## src/rtl/bus_dec_pkg.sv

```systemverilog
package bus_dec_pkg;
    typedef enum logic [1:0] {
        ST_IDLE  = 2'd0,
        ST_WAIT  = 2'd1,
        ST_FAULT = 2'd2
    } dec_state_e;
endpackage

```

## src/rtl/dec_window_match.sv

```systemverilog
module dec_window_match #(
    parameter int               ADDR_W = 24,
    parameter logic [ADDR_W-1:0] LO    = '0,
    parameter logic [ADDR_W-1:0] HI    = '1
) (
    input  logic [ADDR_W-1:0] addr,
    output logic              hit
);
    logic lo_ok;
    logic hi_ok;

    // Bounds at the ends of the space need no comparator.
    generate
        if (LO == '0) begin : g_lo_free
            assign lo_ok = 1'b1;
        end else begin : g_lo_cmp
            assign lo_ok = (addr >= LO);
        end
        if (HI == {ADDR_W{1'b1}}) begin : g_hi_free
            assign hi_ok = 1'b1;
        end else begin : g_hi_cmp
            assign hi_ok = (addr <= HI);
        end
    endgenerate

    assign hit = lo_ok & hi_ok;
endmodule

```

## src/rtl/dec_overlap_detect.sv

```systemverilog
module dec_overlap_detect #(
    parameter int N_TGT = 4
) (
    input  logic [N_TGT-1:0] hits,
    output logic             multi
);
    logic seen;

    always_comb begin
        seen  = 1'b0;
        multi = 1'b0;
        for (int i = 0; i < N_TGT; i++) begin
            if (hits[i]) begin
                if (seen) begin
                    multi = 1'b1;
                end
                seen = 1'b1;
            end
        end
    end
endmodule

```

## src/rtl/dec_txn_fsm.sv

```systemverilog
module dec_txn_fsm
    import bus_dec_pkg::*;
#(
    parameter int N_TGT   = 4,
    parameter int TIMEOUT = 16
) (
    input  logic             clk,
    input  logic             rst_n,
    input  logic             strobe,
    input  logic [N_TGT-1:0] hits,
    input  logic             multi,
    input  logic [N_TGT-1:0] acks,
    output logic [N_TGT-1:0] sel,
    output logic             err
);
    localparam int CNT_W = (TIMEOUT > 1) ? $clog2(TIMEOUT) : 1;
    localparam logic [CNT_W-1:0] CNT_LAST = CNT_W'(TIMEOUT - 1);

    dec_state_e       state, state_nx;
    logic [CNT_W-1:0] cnt, cnt_nx;
    logic [N_TGT-1:0] match_q, match_nx;

    // State register
    always_ff @(posedge clk or negedge rst_n) begin
        if (!rst_n) begin
            state   <= ST_IDLE;
            cnt     <= '0;
            match_q <= '0;
        end else begin
            state   <= state_nx;
            cnt     <= cnt_nx;
            match_q <= match_nx;
        end
    end

    // Next-state logic
    always_comb begin
        state_nx = state;
        cnt_nx   = cnt;
        match_nx = match_q;
        unique case (state)
            ST_IDLE, ST_FAULT: begin
                if (strobe) begin
                    cnt_nx = '0;
                    if (multi) begin
                        state_nx = ST_FAULT;          // clash
                        match_nx = '0;
                    end else begin
                        state_nx = ST_WAIT;           // accept
                        match_nx = hits;
                    end
                end
            end
            ST_WAIT: begin
                if (|acks) begin
                    state_nx = ST_IDLE;               // answered
                    match_nx = '0;
                end else if (cnt == CNT_LAST) begin
                    state_nx = ST_FAULT;              // expired
                    match_nx = '0;
                end else begin
                    cnt_nx = cnt + CNT_W'(1);
                end
            end
            default: begin
                state_nx = ST_IDLE;
                match_nx = '0;
            end
        endcase
    end

    // Output logic
    always_comb begin
        sel = (state == ST_WAIT) ? match_q : '0;
        err = (state == ST_FAULT);
    end

    a_r2_sel_onehot: assert property (@(posedge clk) disable iff (!rst_n)
        $onehot0(sel));

    a_r1_sel_follows_hit: assert property (@(posedge clk) disable iff (!rst_n)
        (state != ST_WAIT && strobe && !multi) |=> (sel == $past(hits)));

    a_r3_hole_no_sel: assert property (@(posedge clk) disable iff (!rst_n)
        (state != ST_WAIT && strobe && hits == '0) |=> (sel == '0));

    a_r4_ack_ends: assert property (@(posedge clk) disable iff (!rst_n)
        (state == ST_WAIT && |acks) |=> (sel == '0 && !err));

    a_r5_timer_bound: assert property (@(posedge clk) disable iff (!rst_n)
        (state == ST_WAIT) |-> (cnt <= CNT_LAST));

    a_r6_clash_err: assert property (@(posedge clk) disable iff (!rst_n)
        (state != ST_WAIT && strobe && multi) |=> (err && sel == '0));

    a_r7_err_holds: assert property (@(posedge clk) disable iff (!rst_n)
        (err && !strobe) |=> err);

    a_r8_busy_stable: assert property (@(posedge clk) disable iff (!rst_n)
        (state == ST_WAIT && !(|acks) && cnt != CNT_LAST) |=> $stable(sel));
endmodule

```

## src/rtl/bus_addr_decoder.sv

```systemverilog
module bus_addr_decoder #(
    parameter int ADDR_W  = 24,
    parameter int N_TGT   = 4,
    parameter int TIMEOUT = 16,
    parameter logic [N_TGT*ADDR_W-1:0] RANGE_BASE =
        {24'h20000C, 24'h200000, 24'h100000, 24'h000000},
    parameter logic [N_TGT*ADDR_W-1:0] RANGE_LAST =
        {24'h200017, 24'h20000B, 24'h1FFFFF, 24'h0FFFFF}
) (
    input  logic              clk,
    input  logic              rst_n,
    input  logic              req_valid,
    input  logic [ADDR_W-1:0] req_addr,
    input  logic [N_TGT-1:0]  tgt_ack,
    output logic [N_TGT-1:0]  tgt_sel,
    output logic              bus_err
);
    logic [N_TGT-1:0] hits;
    logic             multi;

    generate
        for (genvar i = 0; i < N_TGT; i++) begin : g_win
            dec_window_match #(
                .ADDR_W (ADDR_W),
                .LO     (RANGE_BASE[i*ADDR_W +: ADDR_W]),
                .HI     (RANGE_LAST[i*ADDR_W +: ADDR_W])
            ) i_match (
                .addr (req_addr),
                .hit  (hits[i])
            );
        end
    endgenerate

    dec_overlap_detect #(.N_TGT(N_TGT)) i_overlap (
        .hits  (hits),
        .multi (multi)
    );

    dec_txn_fsm #(.N_TGT(N_TGT), .TIMEOUT(TIMEOUT)) i_fsm (
        .clk    (clk),
        .rst_n  (rst_n),
        .strobe (req_valid),
        .hits   (hits),
        .multi  (multi),
        .acks   (tgt_ack),
        .sel    (tgt_sel),
        .err    (bus_err)
    );

    a_r9_quiet_in_reset: assert property (@(posedge clk)
        (!rst_n) |-> (tgt_sel == '0 && !bus_err));
endmodule

```

## config.mk

```make
export PLATFORM = sky130hd
export DESIGN_NAME = bus_addr_decoder
export DESIGN_NICKNAME = d
export VERILOG_FILES = /design/src/rtl/bus_dec_pkg.sv /design/src/rtl/dec_window_match.sv /design/src/rtl/dec_overlap_detect.sv /design/src/rtl/dec_txn_fsm.sv /design/src/rtl/bus_addr_decoder.sv
export SDC_FILE = /design/constraint.sdc
export NUM_CORES = 1
export LEC_CHECK = 0
export ABC_AREA = 1
export BUFFER_PORTS_ARGS = -buffer_cell sky130_fd_sc_hd__buf_2
export CORE_MARGIN = 2
export CORE_UTILIZATION = 42
export DETAILED_ROUTE_END_ITERATION = 16
export HOLD_SLACK_MARGIN = 0.03
export PLACE_DENSITY = 0.82
export SKIP_LAST_GASP = 1
export SYNTH_ARGS = -nofsm -noshare
export SYNTH_HDL_FRONTEND = slang
export SYNTH_HIERARCHICAL = 1
export SYNTH_SLANG_ARGS = --single-unit
```

## constraint.sdc

```tcl
create_clock -name clk -period 1.15 [get_ports clk]
set_input_delay 0.23 -clock clk [delete_from_list [all_inputs] [get_ports clk]]
set_output_delay 0.23 -clock clk [all_outputs]
set_load 0.05 [all_outputs]
```

# Word-level counts from Yosys, hierarchy flattened
# Index checks and enable logic that the tools add are counted.
[totals]
register_bits = 10
elab_cells = 51
input_bits = 31
[op_classes]
n_lt_le_gt_ge = 7
eq_ne = 7
n_bitwise = 3
reduce_logical = 6
muxes = 24
n_addsub = 1
[op_table]
columns = ["op", "n"]
rows = [
  ["$ge 24x22->1 const B", 2],
  ["$le 24x22->1 const B", 2],
  ["$mux 4", 8],
  ["$ge 24x21->1 const B", 1],
  ["$le 24x20->1 const B", 1],
  ["$le 24x21->1 const B", 1],
  ["$pmux 4 s2", 2],
  ["$mux 1", 9],
  ["$mux 2", 4],
  ["$ne 2x2->1 const B", 3],
  ["$add 4x1->4 const B", 1],
  ["$eq 4x4->1 const B", 1],
  ["$pmux 2 s2", 1],
  ["$reduce_and 4->1", 1],
  ["$reduce_or 4->1", 1],
  ["$and 1x1->1", 3],
  ["$ne 3x1->1 const B", 1],
  ["$eq 2x1->1 const B", 1],
  ["$eq 2x2->1 const B", 1],
  ["$logic_not 2->1", 1],
  ["$reduce_and 2->1", 1],
  ["$reduce_bool 2->1", 1],
  ["$reduce_or 2->1", 1],
]

# Depth between registers and ports, before layout
# Gate-level depths: netlist of the first run.
[logic_depth]
ltp_word = 11
depth_mapped = 14
ltp_nobuf = 14

# Cells and area by module
# The synthesis of the first run kept the hierarchy.
[modules_own_cells]
columns = ["mod", "instances", "cells_each", "seq_area_each_um2", "area_per_inst_um2"]
rows = [
  ["dec_txn_fsm", 1, 92, 250.2, 606.8],
  ["dec_window_match at g_win[3].i_match", 1, 29, 0.0, 112.6],
  ["dec_window_match at g_win[2].i_match", 1, 21, 0.0, 82.6],
  ["dec_overlap_detect", 1, 8, 0.0, 30.0],
  ["dec_window_match at g_win[0].i_match", 1, 7, 0.0, 26.3],
  ["dec_window_match at g_win[1].i_match", 1, 6, 0.0, 22.5],
]

# Worst setup path after synthesis of the first run
# OpenSTA, ideal clock, no wires.
[synth_path]
kind = "register to output"
startpoint = "register i_fsm.state[1]"
endpoint = "output tgt_sel[0]"
path_stages_with_launch = 4
arrival_time_ns = 1.295
n_path_buf = 0
setup_slack_ns = -0.375
cell_sequence = "dfrtp_1 inv_1 nand2_1 nor2_1"
[synth_between]
elab_chain_cells = 2
[synth_lines]
columns = ["item", "line_no", "rtl"]
rows = [
  ["start: declaration", "dec_txn_fsm.sv:19", "dec_state_e state, state_nx;"],
  ["start signal: assignment", "dec_txn_fsm.sv:30", "state <= state_nx;"],
  ["$eq 2x1->1", "dec_txn_fsm.sv:74", "sel = (state == ST_WAIT) ? match_q : '0;"],
  ["$mux 4", "dec_txn_fsm.sv:74", ""],
  ["end: declaration", "bus_addr_decoder.sv:15", "output logic [N_TGT-1:0] tgt_sel,"],
]
# Every way passes these cells.

# Final worst setup path of the first run
# Ends and elaborated chain as after synthesis.

==> results of run 1 <==
layout make-up:
type	instances	share of cell area (%)
Timing Repair Buffer	49	23.61
Multi-Input combinational cell	123	46.36
Tap cell	27	2.310
Clock buffer	4	2.481
Inverter	30	8.041
Sequential cell	10	17.19
critical path, delay by kind of cell (launching register included):
| kind | cells | cell delay, ns |
|---|---|---|
| and+or+nand+nor | 2 | 0.20 |
| buffers and inverters | 2 | 0.24 |
| DFF | 1 | 0.38 |
sequential cells by signal (all words and copies together) (netlist names):
name / count
i_fsm/cnt: 4
i_fsm/state: 2
i_fsm/match_q: 4
timing repair:
item / CTS / global route
buffers inserted: 3 / 0
cloned: 0 / 0
pin swaps: 5 / 13
endpoints found under the setup margin: 15 / 15
resized for setup: 21 / 22
hold buffers: 1 / 0
hold endpoints to repair: 10 / 0
cells by family (layout without fill, tap and decap cells):
kind of cell / after synthesis / count (layout) / synth area share (%)
simple gates: 118 / 118 / 54.69
buf+inv: 30 / 83 / 12.78
flops: 10 / 10 / 28.41
compound gates: 3 / 3 / 1.704
fa+ha+maj: 1 / 1 / 1.420
xor+xnor: 1 / 1 / 0.9945
per-layer routing:
layer,global-route usage [%],wire [um],vias to the layer above
li1,-,-,586
met1,23.57,985,504
met2,41.78,1455,38
met3,1.515,100,2
met4,9.722,23,0
met5,0,0,-
power groups by stage:
stage	sequential [W]	clock [W]	combinational (W)
2_1_floorplan	0.000402	0	0.000164
3_3_place_gp	0.000399	0	0.000310
3_5_place_dp	0.000401	0	0.000321
4_1_cts	0.000395	0.000323	0.000355
5_1_grt	0.000399	0.000332	0.000429
6_report	0.000396	0.000313	0.000385
cells in the final DEF (no fill, tap or decap), types with 5 or more instances in the layout:
cell / synthesis / layout
buf_2: 0 / 25
buf_4: 0 / 15
buf_6: 0 / 6
dfrtp_1: 10 / 9
inv_1: 29 / 26
nand2_1: 60 / 53
nand2_2: 1 / 5
nor2_1: 44 / 24
nor2_2: 3 / 11
nor2_4: 1 / 13
stage by stage:
step / hold slack, ns / area (um2)
2_1_floorplan: -0.06559 / 970.9
3_3_place_gp: 0.09630 / 1267
3_5_place_dp: 0.1004 / 1267
4_1_cts: 0.2652 / 1399
5_1_grt: 0.2688 / 1463
6_report: 0.2531 / 1463
how the worst max path moves through the flow:
| stage | startpoint | end | depth (start not counted) |
|---|---|---|---|
| 5_1_grt | i_fsm/state[1] | tgt_sel[2] | 4 |
| 2_1_floorplan | req_addr[5] | i_fsm/match_q[2] | 13 |
| 6_report | i_fsm/state[1] | tgt_sel[0] | 4 |
| 3_5_place_dp | req_addr[23] | i_fsm/match_q[2] | 14 |
| 4_1_cts | i_fsm/state[1] | tgt_sel[0] | 4 |
| 3_3_place_gp | req_addr[23] | i_fsm/match_q[2] | 14 |
==> out/results.ini, run 1 <==
[synth]
synth_cell_types = 16
yosys.area.top_type = dfrtp_1
ys_ff_latch = 10
synth.avg_cell_area_um2 = 5.404
ys.flop_type = dfrtp_1
ys_top_cells_by_count = nand2_1 (60), nor2_1 (44), inv_1 (29)
async_reset_ff_share_pct = 100.0
synth_top_area_share_pct = 28.41
yosysSeqAreaShare_pct = 28.41
synthCells = 163
netlist_area_um2 = 880.8
synth-edff-count = 0
synth.most_common_cell = nand2_1
synth_nets = 195
ys_warn_count = 6
synthTopCellsByArea = dfrtp_1 (28%), nand2_1 (26%), nor2_1 (19%)

[routing]
routedWlPerCell_um = 10.55
drc = 0
via_per_inst = 4.650
vias = 1130
first_iter_violations = 19
wirelength_um = 2564
final_antenna_net_count = 0
drt_pass1_iterations = 4

[floorplan]
die_x_um = 49.80
dieArea_um2 = 2480
io_pins = 36
start_util_pct = 44.90
fp.coreArea_um2 = 1962
die_h_um = 49.80
num_rows = 16

[setup_path]
cp-end-kind = primary output
rrSetupSlack_ns = -0.14
crit_type = flip-flop to primary output
cpMaxStageDelayCell = dfrtp_1
path_cells = inv_2 > nand2_4 > nor2_4 > buf_6
r2r_end = i_fsm/state[1]
reg2regPathDepth = 8
reg2reg_from = i_fsm/state[0]
cp-start-kind = flip-flop
crit_fanout = 5
cp_data_required_time_ns = 0.92
crit_arrival_ns = 1.09
critPathMaxStageDelay_ns = 0.38

[clocking]
clkTransAtPathRegs_ns = 0.06
cts_buffer_depth = 2
cts_inserted_buffers = 3
clk_latency_ns = 0.26
cts-htree-levels = 1
cts_root_buf = clkbuf_4
cts_sinks = 10
cts_tree = built

[placed_design]
pre_cts_ws_ns = -0.3044
dp_cells = 236
hpwl_um = 1847
numPortBuffers = 33
globalplace.congestion = 0.7994

[grt]
grt_overflow_total = 0
grtUsageTotal_pct = 21.61
grt_pass1_wl_um = 4195
grt_max_degree = 11
grt_pass1_vias = 1086
antenna_found_initial = 0

[final_layout]
fillers = 171
area_growth_pct = 66.05
final_util_pct = 74.55
ff_latch_area_um2 = 251.5
diodes = 0
finalNetCount = 249
layout.cells.non_filler = 243
multiInputGateArea_um2 = 678.2
drive_gt1_share_pct = 43.06

[power]
leakagePower_nw = 0.7698
clock_power_share_pct = 28.6
p_sw_share_pct = 32.07
p_int_w = 0.0007427
p_seq_share_pct = 36.2
power_density_nw_per_um2 = 747.5
p_comb_share_pct = 35.2
power.switching_w = 0.0003506
ir_worst_vdd_mv = 0.4478
power_w = 0.001093

[min_path]
hold_path_startpoint = req_valid
worstHoldEndpoint = i_fsm/state[0]
hold_path_depth = 3
hold_path_class = input pin to flip-flop

[sta]
hold_viol_final = 0
fmax_mhz = 756.4
fin_skew_ns = 0.005471
rsz0062_at_grt = yes
drv_slew = 0
max_slew.worst_pin.slew_ns = 0.2354
setup_ws_ns = -0.1720
period_minus_slack_ns = 1.322
fin_crit_sh_pct = 115.0
maxSlewHeadroom_pct = 84.31
fin_tns_setup_ns = -1.889
setup_viol_count_final = 14

[outcome]
violations = negative setup slack
status = finished with violations

[flow_run]
max_cap_viol_count = 0

Power figures use the tool's default switching activity.
==> run 2, diff against run 1 <==
BUFFER_PORTS_ARGS = not set   (was -buffer_cell sky130_fd_sc_hd__buf_2)
CORE_UTILIZATION = 65   (was 42)
DONT_BUFFER_PORTS = 1   (was not set)
PLACE_DENSITY = 0.89   (was 0.82)
REMOVE_ABC_BUFFERS = 1   (was not set)
clock period = 1.55 ns   (was 1.15 ns; I/O delays follow)
==> run 2 against run 1 <==
Effect of this change: the run now ends clean; combinational power down 63%; total power shrank 38%; sequential power decreased by 24%; non-clock buffer count decreased by 42; clock power shrank 25%.
==> out/results.ini, run 2 (synthesis gave the netlist of run 1 again) <==
[setup_path]
crit_fanout = 8
cp-end-kind = primary output
cp_data_required_time_ns = 1.24
critPathMaxStageDelay_ns = 0.47
crit_arrival_ns = 1.18
cpMaxStageDelayCell = dfrtp_1
crit_type = flip-flop to primary output
path_cells = nand2_4 > nor2_2 > buf_6
cp-start-kind = flip-flop

[sta]
fmax_mhz = 671.1
drv_slew = 0
fin_crit_sh_pct = 96.14
period_minus_slack_ns = 1.490
rsz0062_at_grt = no
max_slew.worst_pin.slew_ns = 0.4775
fin_skew_ns = 0.003759
setup_viol_count_final = 0
maxSlewHeadroom_pct = 68.06
holdWs_ns = 0.2286
hold_viol_final = 0

[routing]
routedWlPerCell_um = 10.65
wirelength_um = 2013
drc = 0
via_per_inst = 5.138
first_iter_violations = 8
vias = 971
final_antenna_net_count = 0
drt_pass1_iterations = 4

[grt]
antenna_found_initial = 0
grt_max_degree = 11
grtUsageTotal_pct = 27.25
grt_pass1_wl_um = 2980
grt_overflow_total = 0
grt_pass1_vias = 845

[clocking]
cts_inserted_buffers = 3
clk_latency_ns = 0.27
cts_tree = built
cts_buffer_depth = 2
cts_sinks = 10
clkTransAtPathRegs_ns = 0.07
cts-htree-levels = 1
cts_root_buf = clkbuf_4

[power]
leakagePower_nw = 0.5726
power_density_nw_per_um2 = 659.1
ir_worst_vdd_mv = 0.3668

[final_layout]
finalNetCount = 207
drive_gt1_share_pct = 13.79
final_cell_mix = nand2_1 (59), nor2_1 (40), inv_1 (28)
area_growth_pct = 16.19
fin_area_um2 = 1023
diodes = 0
top_regs = i_fsm/cnt x4, i_fsm/match_q x4, i_fsm/state x2
layout_commonest_cell = nand2_1

[min_path]
hold_path_class = input pin to flip-flop

[floorplan]
die_h_um = 40.81
die_x_um = 40.81
start_util_pct = 68.55
fp.coreArea_um2 = 1285
dieArea_um2 = 1665
num_rows = 13
io_pins = 36

[placed_design]
globalplace.congestion = 0.7593
hpwl_um = 1557
dpl_cell_area_um2 = 937.1
numPortBuffers = 0

[outcome]
status = completed

[flow_run]
max_cap_viol_count = 0

-- run 2: final cells by class --
type	count	area [um2]
multi-input combinational	123	535.5
fill	94	261.5
sequential	10	250.2
inverter	30	112.6
timing repair buffer	7	70.07
clock buffer	4	36.28
tap	15	18.77
-- run 2: critical path, delay by kind of cell (launching register included) --
kind,cells,cell delay (ns)
AND/OR/NAND/NOR,2,0.26
flip-flops,1,0.47
buffers and inverters,1,0.17
-- run 2: metal layers --
metal	part of all wire (%)	up-vias	GRT usage, %
li1	-	497	-
met1	39	409	26.32
met2	52	61	52.34
met3	7.3	4	5.978
met4	1.6	0	14.17
met5	0	-	0
-- run 2: through the flow --
stage               TNS (ns)  setup WS [ns]  cells  utilization, %  total power [W]
detailed placement         0         0.1172    183           72.93        0.0004283
global route               0        0.01515    189           79.65        0.0007234
finish                     0        0.05987    189           79.65        0.0006746
CTS                        0        0.03782    189           78.58        0.0006761
floorplan            -0.2182       -0.05456    163               -        0.0004016
global placement           0         0.1466    183           72.93        0.0004191
-- run 2: power breakdown --
group / internal, W / switching, W
Sequential: 0.000278 / 0.0000210
Combinational: 0.0000513 / 0.0000901
Clock: 0.000143 / 0.0000918
Total: 0.000472 / 0.000203
-- run 2: timing repair --
item / in CTS / in global routing
hold endpoints to repair: 10 / 0
setup endpoints to repair: 4 / 4
gates resized for setup: 6 / 5
setup buffers: 1 / 0
hold buffers: 1 / 0
-- run 2: path summary, 6_finish.rpt --
| path | endpoint | start | depth (start not counted) | slack, ns |
|---|---|---|---|---|
| min reg2reg | i_fsm/match_q[0] | i_fsm/match_q[0] | 2 | 0.48 |
| max in group asynchronous | i_fsm/match_q[0] | rst_n | 1 | 0.79 |
| min in group asynchronous | i_fsm/state[1] | rst_n | 1 | 0.43 |
| max reg2reg | i_fsm/match_q[1] | i_fsm/cnt[0] | 6 | 0.19 |
| max | tgt_sel[3] | i_fsm/state[0] | 3 | 0.06 |
| min | i_fsm/state[0] | req_valid | 2 | 0.23 |
==> run 3, diff against run 2 <==
CORE_UTILIZATION = 53   (was 65)
PLACE_DENSITY = 0.76   (was 0.89)
==> run 3 against run 2 <==
Effect of this change: non-clock buffer count is the same; hold slack gained 0.016 ns; die area rose by 20%; critical path depth is the same; via count fell by 5.3%; cell count increased by 0.53%; global-route usage decreased by 6.9 points; core utilization fell by 14 points; combinational power shrank 3%; final area decreased by 1.6%; critical path type unchanged.
==> out/results.ini, run 3 (synthesis gave the netlist of run 1 again) <==
[clocking]
cts-htree-levels = 1
clkTransAtPathRegs_ns = 0.07
cts_inserted_buffers = 3
cts_sinks = 10
clk_latency_ns = 0.26
cts_buffer_depth = 2
cts_tree = built
cts_root_buf = clkbuf_4

[final_layout]
final_cell_mix = nand2_1 (59), nor2_1 (44), inv_1 (28)
area_growth_pct = 14.35
drive_gt1_share_pct = 11.49
top_regs = i_fsm/cnt x4, i_fsm/match_q x4, i_fsm/state x2
layout_commonest_cell = nand2_1
finalNetCount = 207
diodes = 0
fillers = 153

[power]
ir_worst_vdd_mv = 0.2828
power.switching_w = 0.0001927
power_density_nw_per_um2 = 659.0
clock_power_share_pct = 34.7
p_comb_share_pct = 20.6
p_seq_share_pct = 44.7
p_sw_share_pct = 29.03
leakagePower_nw = 0.5721
p_int_w = 0.0004711

[grt]
grt_pass1_wl_um = 3029
grt_overflow_total = 0
grt_pass1_vias = 846
antenna_found_initial = 0
grt_max_degree = 11
grtUsageTotal_pct = 20.35

[routing]
drt_pass1_iterations = 4
vias = 920
via_per_inst = 4.842
final_antenna_net_count = 0
drc = 0
routedWlPerCell_um = 9.574
wirelength_um = 1819
first_iter_violations = 12

[flow_run]
max_cap_viol_count = 0

[sta]
maxSlewHeadroom_pct = 70.75
fmax_mhz = 673.0
period_minus_slack_ns = 1.486
setup_ws_ns = 0.06420
drv_slew = 0
fin_crit_sh_pct = 95.86
rsz0062_at_grt = no
hold_viol_final = 0
setup_viol_count_final = 0
max_slew.worst_pin.slew_ns = 0.4374
holdWs_ns = 0.2443
fin_skew_ns = 0.001274

[placed_design]
hpwl_um = 1446
pre_cts_ws_ns = 0.1110
numPortBuffers = 0
globalplace.congestion = 0.7801

[setup_path]
crit_fanout = 8
cp_data_required_time_ns = 1.24
reg2regPathDepth = 7
cp-end-kind = primary output
rrSetupSlack_ns = 0.24
crit_arrival_ns = 1.18
cp-start-kind = flip-flop
crit_type = flip-flop to primary output

[floorplan]
io_pins = 36
num_rows = 14
die_x_um = 44.77
die_h_um = 44.77
start_util_pct = 57.80
fp.coreArea_um2 = 1524
dieArea_um2 = 2004

[min_path]
hold_path_depth = 2
hold_path_class = input pin to flip-flop

[outcome]
status = completed

-- run 3: cell counts in the layout (fill, tap and decap cells not counted) --
Identical to the previous run, type by type.
-- run 3: timing repair --
item / CTS / global route
hold endpoints to repair: 10 / 0
setup endpoints to repair: 4 / 2
resized for setup: 4 / 1
hold buffers: 1 / 0
setup buffers: 0 / 1
-- run 3: cell type report --
cell class	instances	area, um2	area share, %
inverter	30	112.6	11.18
clock buffer	4	36.28	3.602
sequential	10	250.2	24.84
timing repair buffer	7	62.56	6.211
multi-input combinational	123	525.5	52.17
tap	16	20.02	1.988
-- run 3: critical path: stages (launching register included) --
cell and delay [ns]:
dfrtp_1 0.48, nand2_4 0.13, nor2_1 0.10, buf_4 0.20
-- run 3: final timing paths --
path / start / end
max in group asynchronous: rst_n / i_fsm/cnt[2]
min in group asynchronous: rst_n / i_fsm/match_q[1]
worst min-delay path: req_valid / i_fsm/state[0]
worst min register to register: i_fsm/match_q[0] / i_fsm/match_q[0]
worst max-delay path: i_fsm/state[0] / tgt_sel[1]
worst max register to register: i_fsm/cnt[0] / i_fsm/cnt[2]
-- run 3: power groups by stage --
| stage | clock network [W] | logic, W | registers [W] |
|---|---|---|---|
| 5_1_grt | 0.000250 | 0.000156 | 0.000299 |
| 3_3_place_gp | 0 | 0.000123 | 0.000299 |
| 3_5_place_dp | 0 | 0.000127 | 0.000300 |
| 2_1_floorplan | 0 | 0.000106 | 0.000296 |
| 4_1_cts | 0.000239 | 0.000136 | 0.000296 |
| 6_report | 0.000230 | 0.000137 | 0.000297 |
-- run 3: metal layers --
| metal | part of all wire (%) | GRT usage (%) | vias up |
|---|---|---|---|
| met5 | 0 | 0 | - |
| met4 | 1.0 | 10.91 | 0 |
| met3 | 5.9 | 2.800 | 2 |
| met2 | 49 | 35.36 | 28 |
| met1 | 44 | 24.06 | 391 |
| li1 | - | - | 499 |
-- run 3: per-stage QoR --
stage	cell area, um2	TNS [ns]	power (W)	std cells	utilization (%)
2_1_floorplan	880.8	-0.2182	0.0004016	163	-
3_5_place_dp	938.4	0	0.0004262	184	61.58
6_report	1007	0	0.0006637	190	66.09
3_3_place_gp	938.4	0	0.0004219	184	61.58
4_1_cts	996.0	0	0.0006708	189	65.35
5_1_grt	1007	0	0.0007053	190	66.09
